## config.mk

```make
export PLATFORM = sky130hd
export DESIGN_NAME = pwrbtn_event_ctrl
export DESIGN_NICKNAME = d
export VERILOG_FILES = /design/src/rtl/pbe_pkg.sv /design/src/rtl/pbe_sync_debounce.sv /design/src/rtl/pbe_event_route.sv /design/src/rtl/pbe_long_press.sv /design/src/rtl/pwrbtn_event_ctrl.sv
export SDC_FILE = /design/constraint.sdc
export NUM_CORES = 1
export LEC_CHECK = 0
export ABC_AREA = 1
export BUFFER_PORTS_ARGS = -buffer_cell sky130_fd_sc_hd__buf_4
export CORE_ASPECT_RATIO = 1.1
export CORE_MARGIN = 2
export CORE_UTILIZATION = 60
export CTS_CLUSTER_SIZE = 40
export DETAILED_ROUTE_END_ITERATION = 10
export GPL_TIMING_DRIVEN = 0
export PLACE_DENSITY = 0.92
export SYNTH_ARGS = -nofsm -noshare
export SYNTH_HDL_FRONTEND = slang
export SYNTH_HIERARCHICAL = 1
export SYNTH_SLANG_ARGS = --single-unit
export TNS_END_PERCENT = 50
```

## constraint.sdc

```tcl
create_clock -name clk -period 2.6 [get_ports clk]
set_clock_uncertainty 0.05 [all_clocks]
set_input_delay 0.52 -clock clk [delete_from_list [all_inputs] [get_ports clk]]
set_output_delay 0.52 -clock clk [all_outputs]
set_load 0.1 [all_outputs]
```

## src/rtl/pbe_pkg.sv

```systemverilog
package pbe_pkg;

  typedef enum logic [2:0] {
    ST_RUN  = 3'd0,
    ST_SL1  = 3'd1,
    ST_SL2  = 3'd2,
    ST_SL3  = 3'd3,
    ST_SL4  = 3'd4,
    ST_SL5  = 3'd5,
    ST_NOPA = 3'd6,
    ST_NOPB = 3'd7
  } slp_state_e;

  function automatic logic st_is_run(input logic [2:0] s);
    return s == ST_RUN;
  endfunction

  function automatic logic st_is_susp(input logic [2:0] s);
    return (s >= ST_SL1) && (s <= ST_SL5);
  endfunction

  function automatic logic st_no_power(input logic [2:0] s);
    return s >= ST_NOPA;
  endfunction

  typedef struct packed {
    logic smi;
    logic sci;
    logic wake;
  } btn_evt_t;

endpackage

```

## src/rtl/pbe_sync_debounce.sv

```systemverilog
module pbe_sync_debounce #(
  parameter int SYNC_STAGES = 2,
  parameter int DEB_CYC     = 524
) (
  input  logic clk,
  input  logic rst,
  input  logic clr,
  input  logic raw_n,
  output logic pressed
);
  localparam int CW = $clog2(DEB_CYC + 1);

  logic [SYNC_STAGES-1:0] sync_q;
  logic                   sync_lvl;
  logic [CW-1:0]          stab_cnt;

  generate
    if (SYNC_STAGES == 1) begin : g_one
      always_ff @(posedge clk) begin
        if (rst) sync_q <= '0;
        else     sync_q <= ~raw_n;
      end
    end else begin : g_chain
      always_ff @(posedge clk) begin
        if (rst) sync_q <= '0;
        else     sync_q <= {sync_q[SYNC_STAGES-2:0], ~raw_n};
      end
    end
  endgenerate

  assign sync_lvl = sync_q[SYNC_STAGES-1];

  always_ff @(posedge clk) begin
    if (rst || clr) begin
      stab_cnt <= '0;
      pressed  <= 1'b0;
    end else if (sync_lvl == pressed) begin
      stab_cnt <= '0;
    end else if (stab_cnt == CW'(DEB_CYC - 1)) begin
      stab_cnt <= '0;
      pressed  <= sync_lvl;
    end else begin
      stab_cnt <= stab_cnt + 1'b1;
    end
  end

  // a change of the filtered level always adopts the synchronized level
  p_deb_follows_sync_r1: assert property (@(posedge clk) disable iff (rst)
    (pressed != $past(pressed)) && !$past(clr) |-> $past(sync_lvl) == pressed);

  // the level only changes after the stability counter has run out
  p_deb_full_wait_r2: assert property (@(posedge clk) disable iff (rst)
    (pressed != $past(pressed)) && !$past(clr) |-> $past(stab_cnt) == CW'(DEB_CYC - 1));

endmodule

```

## src/rtl/pbe_event_route.sv

```systemverilog
module pbe_event_route
  import pbe_pkg::*;
(
  input  logic       clk,
  input  logic       rst,
  input  logic       pressed,
  input  logic [2:0] sleep_st,
  input  logic       stretch_active,
  input  logic       sci_en,
  input  logic       btn_en,
  input  logic       btn_init_en,
  input  logic       glb_smi_en,
  output btn_evt_t   evt
);
  logic     prev_q;
  logic     edge_w;
  btn_evt_t evt_d;

  assign edge_w = pressed & ~prev_q;

  always_comb begin
    evt_d = '0;
    if (edge_w) begin
      if (st_is_run(sleep_st)) begin
        evt_d.sci = sci_en & btn_en;
        evt_d.smi = ~sci_en & glb_smi_en & (btn_en | btn_init_en);
      end else if (st_is_susp(sleep_st)) begin
        evt_d.wake = ~stretch_active;
      end
    end
  end

  always_ff @(posedge clk) begin
    if (rst) begin
      prev_q <= 1'b0;
      evt    <= '0;
    end else begin
      prev_q <= pressed;
      evt    <= evt_d;
    end
  end

  // at most one kind of event in any cycle
  p_evt_exclusive_r5: assert property (@(posedge clk) disable iff (rst)
    $onehot0({evt.smi, evt.sci, evt.wake}));

  // a press yields a single pulse, never two cycles in a row
  p_no_repeat_r4: assert property (@(posedge clk) disable iff (rst)
    (evt.smi | evt.sci | evt.wake) |=> !(evt.smi | evt.sci | evt.wake));

  // wake only from a suspend state outside a stretch
  p_wake_susp_r5: assert property (@(posedge clk) disable iff (rst)
    evt.wake |-> $past(st_is_susp(sleep_st) && !stretch_active));

  // software notifications only from the running state
  p_notify_run_r3: assert property (@(posedge clk) disable iff (rst)
    (evt.smi | evt.sci) |-> $past(st_is_run(sleep_st)));

endmodule

```

## src/rtl/pbe_long_press.sv

```systemverilog
module pbe_long_press #(
  parameter int LONG_CYC = 131072
) (
  input  logic clk,
  input  logic rst,
  input  logic pressed,
  input  logic run_ok,
  output logic force_off
);
  localparam int CW = $clog2(LONG_CYC + 1);

  logic [CW-1:0] hold_cnt;
  logic          fired_q;

  always_ff @(posedge clk) begin
    if (rst) begin
      hold_cnt  <= '0;
      fired_q   <= 1'b0;
      force_off <= 1'b0;
    end else begin
      force_off <= 1'b0;
      if (!pressed) begin
        hold_cnt <= '0;
        fired_q  <= 1'b0;
      end else if (!run_ok) begin
        hold_cnt <= '0;
      end else if (!fired_q) begin
        if (hold_cnt == CW'(LONG_CYC - 1)) begin
          force_off <= 1'b1;
          fired_q   <= 1'b1;
          hold_cnt  <= '0;
        end else begin
          hold_cnt <= hold_cnt + 1'b1;
        end
      end
    end
  end

  // the request is a single-cycle pulse
  p_off_pulse_r8: assert property (@(posedge clk) disable iff (rst)
    force_off |=> !force_off);

  // the request only follows a held button in a running, unstretched state
  p_off_in_run_r9: assert property (@(posedge clk) disable iff (rst)
    force_off |-> $past(pressed && run_ok));

  // a stretch keeps the timer cleared
  p_stretch_clear_r6: assert property (@(posedge clk) disable iff (rst)
    $past(!run_ok) |-> hold_cnt == '0);

endmodule

```

## src/rtl/pwrbtn_event_ctrl.sv

```systemverilog
module pwrbtn_event_ctrl
  import pbe_pkg::*;
#(
  parameter int SYNC_STAGES = 2,
  parameter int DEB_CYC     = 524,
  parameter int LONG_CYC    = 131072
) (
  input  logic       clk,
  input  logic       rst,
  input  logic       btn_raw_n,
  input  logic [2:0] sleep_st,
  input  logic       stretch_active,
  input  logic       sci_en,
  input  logic       btn_en,
  input  logic       btn_init_en,
  input  logic       glb_smi_en,
  output logic       btn_level,
  output logic       smi_evt,
  output logic       sci_evt,
  output logic       wake_evt,
  output logic       force_off
);
  logic     pressed;
  logic     no_pwr;
  logic     run_ok;
  btn_evt_t evt;

  assign no_pwr = st_no_power(sleep_st);
  assign run_ok = st_is_run(sleep_st) & ~stretch_active;

  pbe_sync_debounce #(
    .SYNC_STAGES(SYNC_STAGES),
    .DEB_CYC    (DEB_CYC)
  ) u_deb (
    .clk    (clk),
    .rst    (rst),
    .clr    (no_pwr),
    .raw_n  (btn_raw_n),
    .pressed(pressed)
  );

  pbe_event_route u_route (
    .clk           (clk),
    .rst           (rst),
    .pressed       (pressed),
    .sleep_st      (sleep_st),
    .stretch_active(stretch_active),
    .sci_en        (sci_en),
    .btn_en        (btn_en),
    .btn_init_en   (btn_init_en),
    .glb_smi_en    (glb_smi_en),
    .evt           (evt)
  );

  pbe_long_press #(
    .LONG_CYC(LONG_CYC)
  ) u_hold (
    .clk      (clk),
    .rst      (rst),
    .pressed  (pressed),
    .run_ok   (run_ok),
    .force_off(force_off)
  );

  assign btn_level = pressed;
  assign smi_evt   = evt.smi;
  assign sci_evt   = evt.sci;
  assign wake_evt  = evt.wake;

  // two cycles without main power leave every output quiet
  p_dead_unpowered_r7: assert property (@(posedge clk) disable iff (rst)
    $past(no_pwr) && $past(no_pwr, 2) |->
      !(btn_level | smi_evt | sci_evt | wake_evt | force_off));

  // the cycle after reset every output is low
  p_reset_quiet_r10: assert property (@(posedge clk)
    $past(rst) |-> !(btn_level | smi_evt | sci_evt | wake_evt | force_off));

endmodule

```

Word level (Yosys, flattened, before mapping)
Index checks and enable logic that the tools add are counted.
Word-level totals
  register bits: 37
  word-level logic and storage cells: 47
  bits of input ports: 11
Cells by class
  bitwise gates (word level): 16
  $add $sub $neg: 2
  order comparisons: 3
  eq/ne operators: 3
  reductions and logical operators: 10
  multiplexer cells: 3
Operator list (count)
  18-bit by 1-bit adder with 18-bit output, second input constant: 1
  18-bit by 17-bit == test with 1-bit output, second input constant: 1
  18-bit two-way mux: 1
  10-bit by 1-bit adder with 10-bit output, second input constant: 1
  10-bit == test, second input constant: 1
  1-bit NOT: 10
  3-bit OR reduction: 3
  4-bit OR reduction: 2
  1-bit bitwise AND: 5
  3-bit by 1-bit >= comparator with 1-bit output, second input constant: 1
  3-bit >= comparator, second input constant: 1
  3-bit <= comparator, second input constant: 1
  3-bit logical NOT: 1
  1-bit two-way mux: 2
  2-bit AND reduction: 1
  2-bit OR reduction: 1
  1-bit == test: 1
  1-bit logical AND: 1
  1-bit logical OR: 1
  1-bit bitwise OR: 1

Logic depth before layout (Yosys ltp)
Gate-level depths: netlist (run 1).
  word-level depth: 4
  mapped depth: 9
  gate-level depth less buffers: 9

Modules after synthesis
Netlist (run 1), hierarchy kept.
Modules (own cells, without submodules)
  pbe_long_press: cells an instance 153, area an instance 1107.3 um^2, times used 1, seq. area each 400.4 um^2
  pbe_sync_debounce: cells an instance 74, area an instance 563.0 um^2, times used 1, seq. area each 260.2 um^2
  pbe_event_route: cells an instance 24, area an instance 168.9 um^2, times used 1, seq. area each 80.1 um^2
  pwrbtn_event_ctrl: cells an instance 9, area an instance 33.8 um^2, times used 1, seq. area each 0.0 um^2

Least setup slack after synthesis (run 1)
Ideal clock, no wire load.
  path kind: register to register
  start point: reg u_deb.pressed
  end point: reg u_hold.hold_cnt[13]
  data required time: 2488 ps
  buffers on the path: 0
  cell stages (with the launch flop): 7
  setup time: 62 ps
  period minus slack after synthesis: 1841 ps
  data arrival time: 1729 ps
  setup slack: 759 ps
  cell sequence: dfxtp_1 -> inv_1 -> nor2_1 -> nand2_1 -> inv_1 -> nand2_4 -> nor2_2
On the way
  longest elaborated chain between the ends: 2
RTL lines
  start: declaration: line pbe_sync_debounce.sv:9  | output logic pressed
  start signal: assignment: line pbe_sync_debounce.sv:41  | pressed <= sync_lvl;
  1-bit NOT (no source line)
  3-bit OR reduction (no source line)
  end signal: assignment: line pbe_long_press.sv:33  | hold_cnt <= hold_cnt + 1'b1;
  end: declaration: line pbe_long_press.sv:12  | logic [CW-1:0] hold_cnt;
Every way passes these cells.
A chain may end at the register's enable or synchronous reset.

Worst setup path in the final report (run 1)
  start point: reg u_deb.pressed
  end point: out btn_level
RTL lines
  end: declaration: line pwrbtn_event_ctrl.sv:17  | output logic btn_level,
No word-level cell between the ends.

==> results.sh, run 1 <==
export IMPL_drtAntennaViolNets=0
export IMPL_drive_above_1_share=0.191
export IMPL_routed_wl_mm=3.20
export IMPL_grt_max_degree=12
export IMPL_synth_seq_cells=37
export IMPL_drt_wirelength_per_cell_um=10.1
export IMPL_cts_repair_resize_count=0
export IMPL_dp_hpwl_mm=2.37
export IMPL_status="finished clean"
export IMPL_num_nets_final=295
export IMPL_r2r_start="u_hold/hold_cnt[0]"
export IMPL_use_met3=0.0559
export IMPL_cts_buffers=5
export IMPL_cp_top_family="flip-flops"
export IMPL_use_met2=0.359
export IMPL_crit_path_top_delay_cell="dfxtp_1"
export IMPL_pin_count=16
export IMPL_clockBufferDepth=2
export IMPL_std_cell_rows=21
export IMPL_hold_end="u_deb/sync_q[0]"
export IMPL_ir_worst_vdd_uv=406
export IMPL_fin_ws_ns=0.890
export IMPL_finalHoldViolCount=0
export IMPL_coreArea_um2=3020
export IMPL_final_common_cell="nand2_1"
export IMPL_p_leak_nw=0.868
export IMPL_start_kind="flop"
export IMPL_critPathMaxStageDelay_ns=0.47
export IMPL_max_cap_violations=0
export IMPL_syn_area_per_cell_um2=7.20
export IMPL_syn_inst=260
export IMPL_drcViolationCount=0
export IMPL_synth_area_um2=1870
export IMPL_root_buffer="clkbuf_4"
export IMPL_cts_hold_buffers=0
export IMPL_clk_latency_ns=0.33
export IMPL_drv_slew=0
export IMPL_max_slew_worst_pin_slew_ns=0.387
export IMPL_period_needed_ns=1.71
export IMPL_fin_crit_sh=0.658
export IMPL_holdPathStages=2
export IMPL_path_class="reg -> out"
export IMPL_path_clk_slew_ns=0.11
export IMPL_use_met1=0.237
export IMPL_ys_seq_area_frac=0.395
export IMPL_viasPerCell=4.93
export IMPL_final_cell_mix="nand2_1, nor2_1, dfxtp_1, inv_1, buf_4"
export IMPL_yosys_top_cells_area="dfxtp_1, nand2_1, nor2_1"
export IMPL_chipWidth_um=57.3
export IMPL_cts_sinks=37
export IMPL_busiest_layer="met2"
export IMPL_setup_viol=0
export IMPL_worstPathArrival_ns=1.14
export IMPL_min_from="btn_raw_n"
export IMPL_path_buf_inv=1
export IMPL_num_vias=1564
export IMPL_antenna_found_initial=0
export IMPL_area_growth_pct=12.8
export IMPL_die_h_um=62.6
export IMPL_htreeDepth=2
export IMPL_post_synth_num_cell_types=27
export IMPL_place_ws_ns=0.926
export IMPL_netlist_area_leader_share=0.395
export IMPL_first_pass_iters=4
export IMPL_grt_pass1_vias=1448
export IMPL_rsz0062_at_grt="false"
export IMPL_r2r_setup_slack_ns=1.05
export IMPL_hp_class="in -> reg"
export IMPL_worstPathRequired_ns=2.03
export IMPL_ys_warn_count=6
export IMPL_worstSetupEndpointType="primary output"
export IMPL_cts_tree="built"
export IMPL_crit_fanout=6
export IMPL_r2r_end="u_hold/hold_cnt[7]"
export IMPL_die_area_um2=3590
export IMPL_drt_first_iter_violations=73
export IMPL_yosysTopAreaCell="dfxtp_1"
export IMPL_p_per_area_nw_per_um2=476
export IMPL_diodes=0
export IMPL_syn_num_nets=273
export IMPL_r2r_cells=8
export IMPL_slew_headroom=0.741
export IMPL_grt_ovfl_total=0
export IMPL_grt_pass1_wl_mm=5.89
export IMPL_fmax_mhz=585
export IMPL_fin_setup_tns_ns=0
export IMPL_place_gp_congestion=0.826
export IMPL_cts_setup_buffers=0
export IMPL_grt_total_usage=0.206
export IMPL_crit_chain="buf_4"
export IMPL_numPortBuffers=15
export IMPL_start_util=0.620
cells by family (layout without fill, tap and decap cells):
family | after synthesis | count (layout) | share of synthesized area
flip-flops | 37 | 37 | 0.395
AO/OA/AOI/OAI | 11 | 11 | 0.0341
buffers and inverters | 37 | 60 | 0.0788
XOR/XNOR | 12 | 12 | 0.0561
AND/OR/NAND/NOR | 161 | 161 | 0.422
adder cells (fa/ha/maj) | 2 | 2 | 0.0134
routing by layer:
metal,up-vias,share of wire
li1,842,-
met3,4,0.033
met2,22,0.50
met1,696,0.46
met4,0,0.0066
met5,-,0
cells in the mapped netlist:
library cell	instances
xor2_1	7
nand4_4	1
ha_1	2
dfxtp_1	37
nor2_4	5
a21oi_1	7
nand3_1	14
xnor2_1	5
nor2_8	1
nand4_1	5
inv_2	2
nor2_1	49
or2_2	1
nand2_2	3
o21ai_0	1
o21bai_1	2
nor2_2	10
inv_1	33
a21o_2	1
nand3b_1	2
buf_6	1
nor3_2	2
nand3_2	2
nand2_1	62
nor3_1	2
buf_2	1
nand2_4	2
how the worst max path moves through the flow:
stage / from / to / slack (ns) / cells after the start
4_1_cts: u_deb/pressed / btn_level / 0.88 / 1
3_5_place_dp: sleep_st[0] / u_hold/hold_cnt[13] / 0.93 / 8
2_1_floorplan: u_deb/pressed / u_hold/hold_cnt[13] / 0.76 / 6
5_1_grt: u_deb/pressed / btn_level / 0.84 / 1
6_report: u_deb/pressed / btn_level / 0.89 / 1
3_3_place_gp: sleep_st[0] / u_hold/hold_cnt[13] / 0.95 / 8
cell type report:
class | instances | area [um^2]
Buffer | 2 | 16.3
Clock buffer | 7 | 55.1
Clock inverter | 1 | 30.0
Fill cell | 221 | 908
Inverter | 35 | 131
Multi-Input combinational cell | 186 | 985
Sequential cell | 37 | 741
Tap cell | 34 | 42.5
Timing Repair Buffer | 15 | 113
flip-flops by register name (all words and copies together), names as in the netlist:
| register | flops |
|---|---|
| u_deb/pressed | 1 |
| u_deb/stab_cnt | 10 |
| u_deb/sync_q | 2 |
| u_hold/fired_q | 1 |
| u_hold/force_off | 1 |
| u_hold/hold_cnt | 18 |
| u_route/evt | 3 |
| u_route/prev_q | 1 |
where the power goes:
part | total [mW] | switching, mW | internal, mW
clock | 0.409 | 0.179 | 0.230
combinational | 0.0273 | 0.0127 | 0.0146
sequential | 0.569 | 0.000895 | 0.568
through the flow:
step	hold WS (ns)	power (mW)	utilization	cells	area (um^2)
final	0.274	1.01	0.699	317	2110
after global routing	0.271	1.04	0.699	317	2110
after CTS	0.259	1.02	0.699	317	2110
after detailed placement	0.352	0.609	0.671	309	2030
after global placement	0.339	0.609	0.671	309	2030
after floorplan	0.338	0.593	-	260	1870
No activity file was read; power rests on OpenSTA's default activity.
==> inputs of run 2 (changes only) <==
--- a/config.mk
+++ b/config.mk
@@ -9,11 +9,11 @@
 export BUFFER_PORTS_ARGS = -buffer_cell sky130_fd_sc_hd__buf_4
 export CORE_ASPECT_RATIO = 1.1
 export CORE_MARGIN = 2
-export CORE_UTILIZATION = 60
+export CORE_UTILIZATION = 58
 export CTS_CLUSTER_SIZE = 40
 export DETAILED_ROUTE_END_ITERATION = 10
 export GPL_TIMING_DRIVEN = 0
-export PLACE_DENSITY = 0.92
+export PLACE_DENSITY = 0.9
 export SYNTH_ARGS = -nofsm -noshare
 export SYNTH_HDL_FRONTEND = slang
 export SYNTH_HIERARCHICAL = 1
==> constraint.sdc (replaced) <==
create_clock -name clk -period 1.73 [get_ports clk]
set_clock_uncertainty 0.05 [all_clocks]
set_input_delay 0.346 -clock clk [delete_from_list [all_inputs] [get_ports clk]]
set_output_delay 0.346 -clock clk [all_outputs]
set_load 0.1 [all_outputs]
==> run 2 against run 1 <==
Compared with the run above: global-route usage increased by 1.2 points; sequential cell count unchanged; sequential power increased by 50%; non-clock buffer count unchanged; clock power increased by 11%; via count increased by 3.6%; final cell count unchanged; worst hold slack got worse by 0.20 ns; cell area decreased by 1.3%; combinational power increased by 53%; setup slack got worse by 0.68 ns; routed wire length increased by 8.0%; critical endpoint is now u_hold/hold_cnt[13].
==> results.sh, run 2 (synthesized netlist as in run 1, its figures left out) <==
export IMPL_clk_latency_ns=0.35
export IMPL_largestRegisters="u_hold/hold_cnt x18, u_deb/stab_cnt x10, u_route/evt x3"
export IMPL_fin_util=0.678
export IMPL_seq_area_um2=742
export IMPL_drv_slew=0
export IMPL_largest_register_ffs=18
export IMPL_worstSetupEndpointType="flop"
export IMPL_max_cap_violations=0
export IMPL_finalHoldViolCount=0
export IMPL_coreArea_um2=3070
export IMPL_setup_viol=0
export IMPL_num_nets_final=295
export IMPL_num_vias=1620
export IMPL_viasPerCell=5.11
export IMPL_nFillCells=256
export IMPL_dp_hpwl_mm=2.56
export IMPL_drcViolationCount=0
export IMPL_fin_ws_ns=0.215
export IMPL_design_area_um2=2090
export IMPL_clockBufferDepth=2
export IMPL_drt_first_iter_violations=58
export IMPL_final_cell_mix="nand2_1, nor2_1, dfxtp_1, inv_1, buf_4"
export IMPL_cts_buffers=5
export IMPL_die_h_um=63.6
export IMPL_cts_hold_buffers=0
export IMPL_final_common_cell="nand2_1"
export IMPL_numPortBuffers=15
export IMPL_routed_wl_mm=3.46
export IMPL_crit_fanout=9
export IMPL_start_util=0.609
export IMPL_cts_repair_resize_count=0
export IMPL_pin_count=16
export IMPL_chipWidth_um=58.2
export IMPL_min_from="btn_raw_n"
export IMPL_top_register="u_hold/hold_cnt"
export IMPL_worstPathRequired_ns=1.93
export IMPL_multi_input_area_um2=985
export IMPL_drt_wirelength_per_cell_um=10.9
export IMPL_place_gp_congestion=0.823
export IMPL_fin_crit_sh=0.876
export IMPL_diodes=0
export IMPL_root_buffer="clkbuf_4"
export IMPL_cts_sinks=37
export IMPL_grt_pass1_wl_mm=6.15
export IMPL_grt_total_usage=0.218
export IMPL_status="finished clean"
export IMPL_grt_max_degree=13
export IMPL_grt_pass1_vias=1562
export IMPL_std_cell_rows=21
export IMPL_drtAntennaViolNets=0
export IMPL_die_area_um2=3700
export IMPL_drive_above_1_share=0.194
export IMPL_r2r_start="u_hold/hold_cnt[0]"
export IMPL_cts_setup_buffers=0
export IMPL_max_slew_worst_pin_slew_ns=0.408
export IMPL_path_clk_slew_ns=0.12
export IMPL_area_growth_pct=11.4
export IMPL_p_leak_nw=0.847
export IMPL_htreeDepth=2
export IMPL_fmax_mhz=660
export IMPL_stdcell_count=317
export IMPL_period_needed_ns=1.51
export IMPL_rsz0062_at_grt="false"
export IMPL_p_per_area_nw_per_um2=647
export IMPL_startpoint="u_hold/hold_cnt[0]"
export IMPL_antenna_found_initial=0
export IMPL_ir_worst_vdd_uv=656
export IMPL_worstPathArrival_ns=1.71
export IMPL_placedCellCount=309
export IMPL_start_kind="flop"
export IMPL_hp_class="in -> reg"
export IMPL_path_class="reg -> reg"
export IMPL_first_pass_iters=5
export IMPL_cts_tree="built"
export IMPL_grt_ovfl_total=0
export IMPL_fin_setup_tns_ns=0
export IMPL_placed_cell_area_um2=2030
export IMPL_place_ws_ns=0.204
export IMPL_slew_headroom=0.727
[run 2: cell types whose count changed in the layout (fill, tap and decap cells not counted), sizes merged]
cell      delta
clkinvlp     +2
bufinv       -1
clkbuf       -1
[run 2: critical path, stage by stage (launching register included)]
cell and delay [ns]:
dfxtp_1 0.39, ha_1 0.18, nand2_1 0.10, nor2_4 0.16, nand2_4 0.08, nor2_8 0.13, nand4_4 0.11, nand2_4 0.16
nor2_2 0.05
[run 2: power breakdown]
| group | internal (mW) | total, mW | leakage, nW | switching (mW) |
|---|---|---|---|---|
| combinational | 0.0219 | 0.0417 | 0.524 | 0.0197 |
| clock | 0.159 | 0.452 | 0.0245 | 0.293 |
| sequential | 0.854 | 0.856 | 0.299 | 0.00134 |
[run 2: final timing paths]
check                        endpoint  slack (ns)  cells after the start
setup reg to reg  u_hold/hold_cnt[13]        0.22                      8
hold reg to reg       u_deb/sync_q[1]        0.37                      2
hold / removal        u_deb/sync_q[0]        0.08                      2
setup / recovery  u_hold/hold_cnt[13]        0.22                      8
[run 2: cell type report]
class                      count  area share
sequential                    37       0.356
clock buffer                   6      0.0198
tap                           34      0.0204
buffer                         2     0.00780
multi-input combinational    186       0.472
clock inverter                 2     0.00720
timing repair buffer          15      0.0540
inverter                      35      0.0630
[run 2: stage by stage]
step | total power, mW | hold WS [ns]
4_1_cts | 1.37 | 0.0608
2_1_floorplan | 0.892 | 0.338
3_3_place_gp | 0.915 | 0.341
5_1_grt | 1.42 | 0.0556
6_report | 1.35 | 0.0793
3_5_place_dp | 0.917 | 0.359
[run 2: routing by layer]
metal  wire, um  track usage
met4        121        0.122
met2       1740        0.381
met3        174       0.0739
met1       1420        0.222
met5          0            0
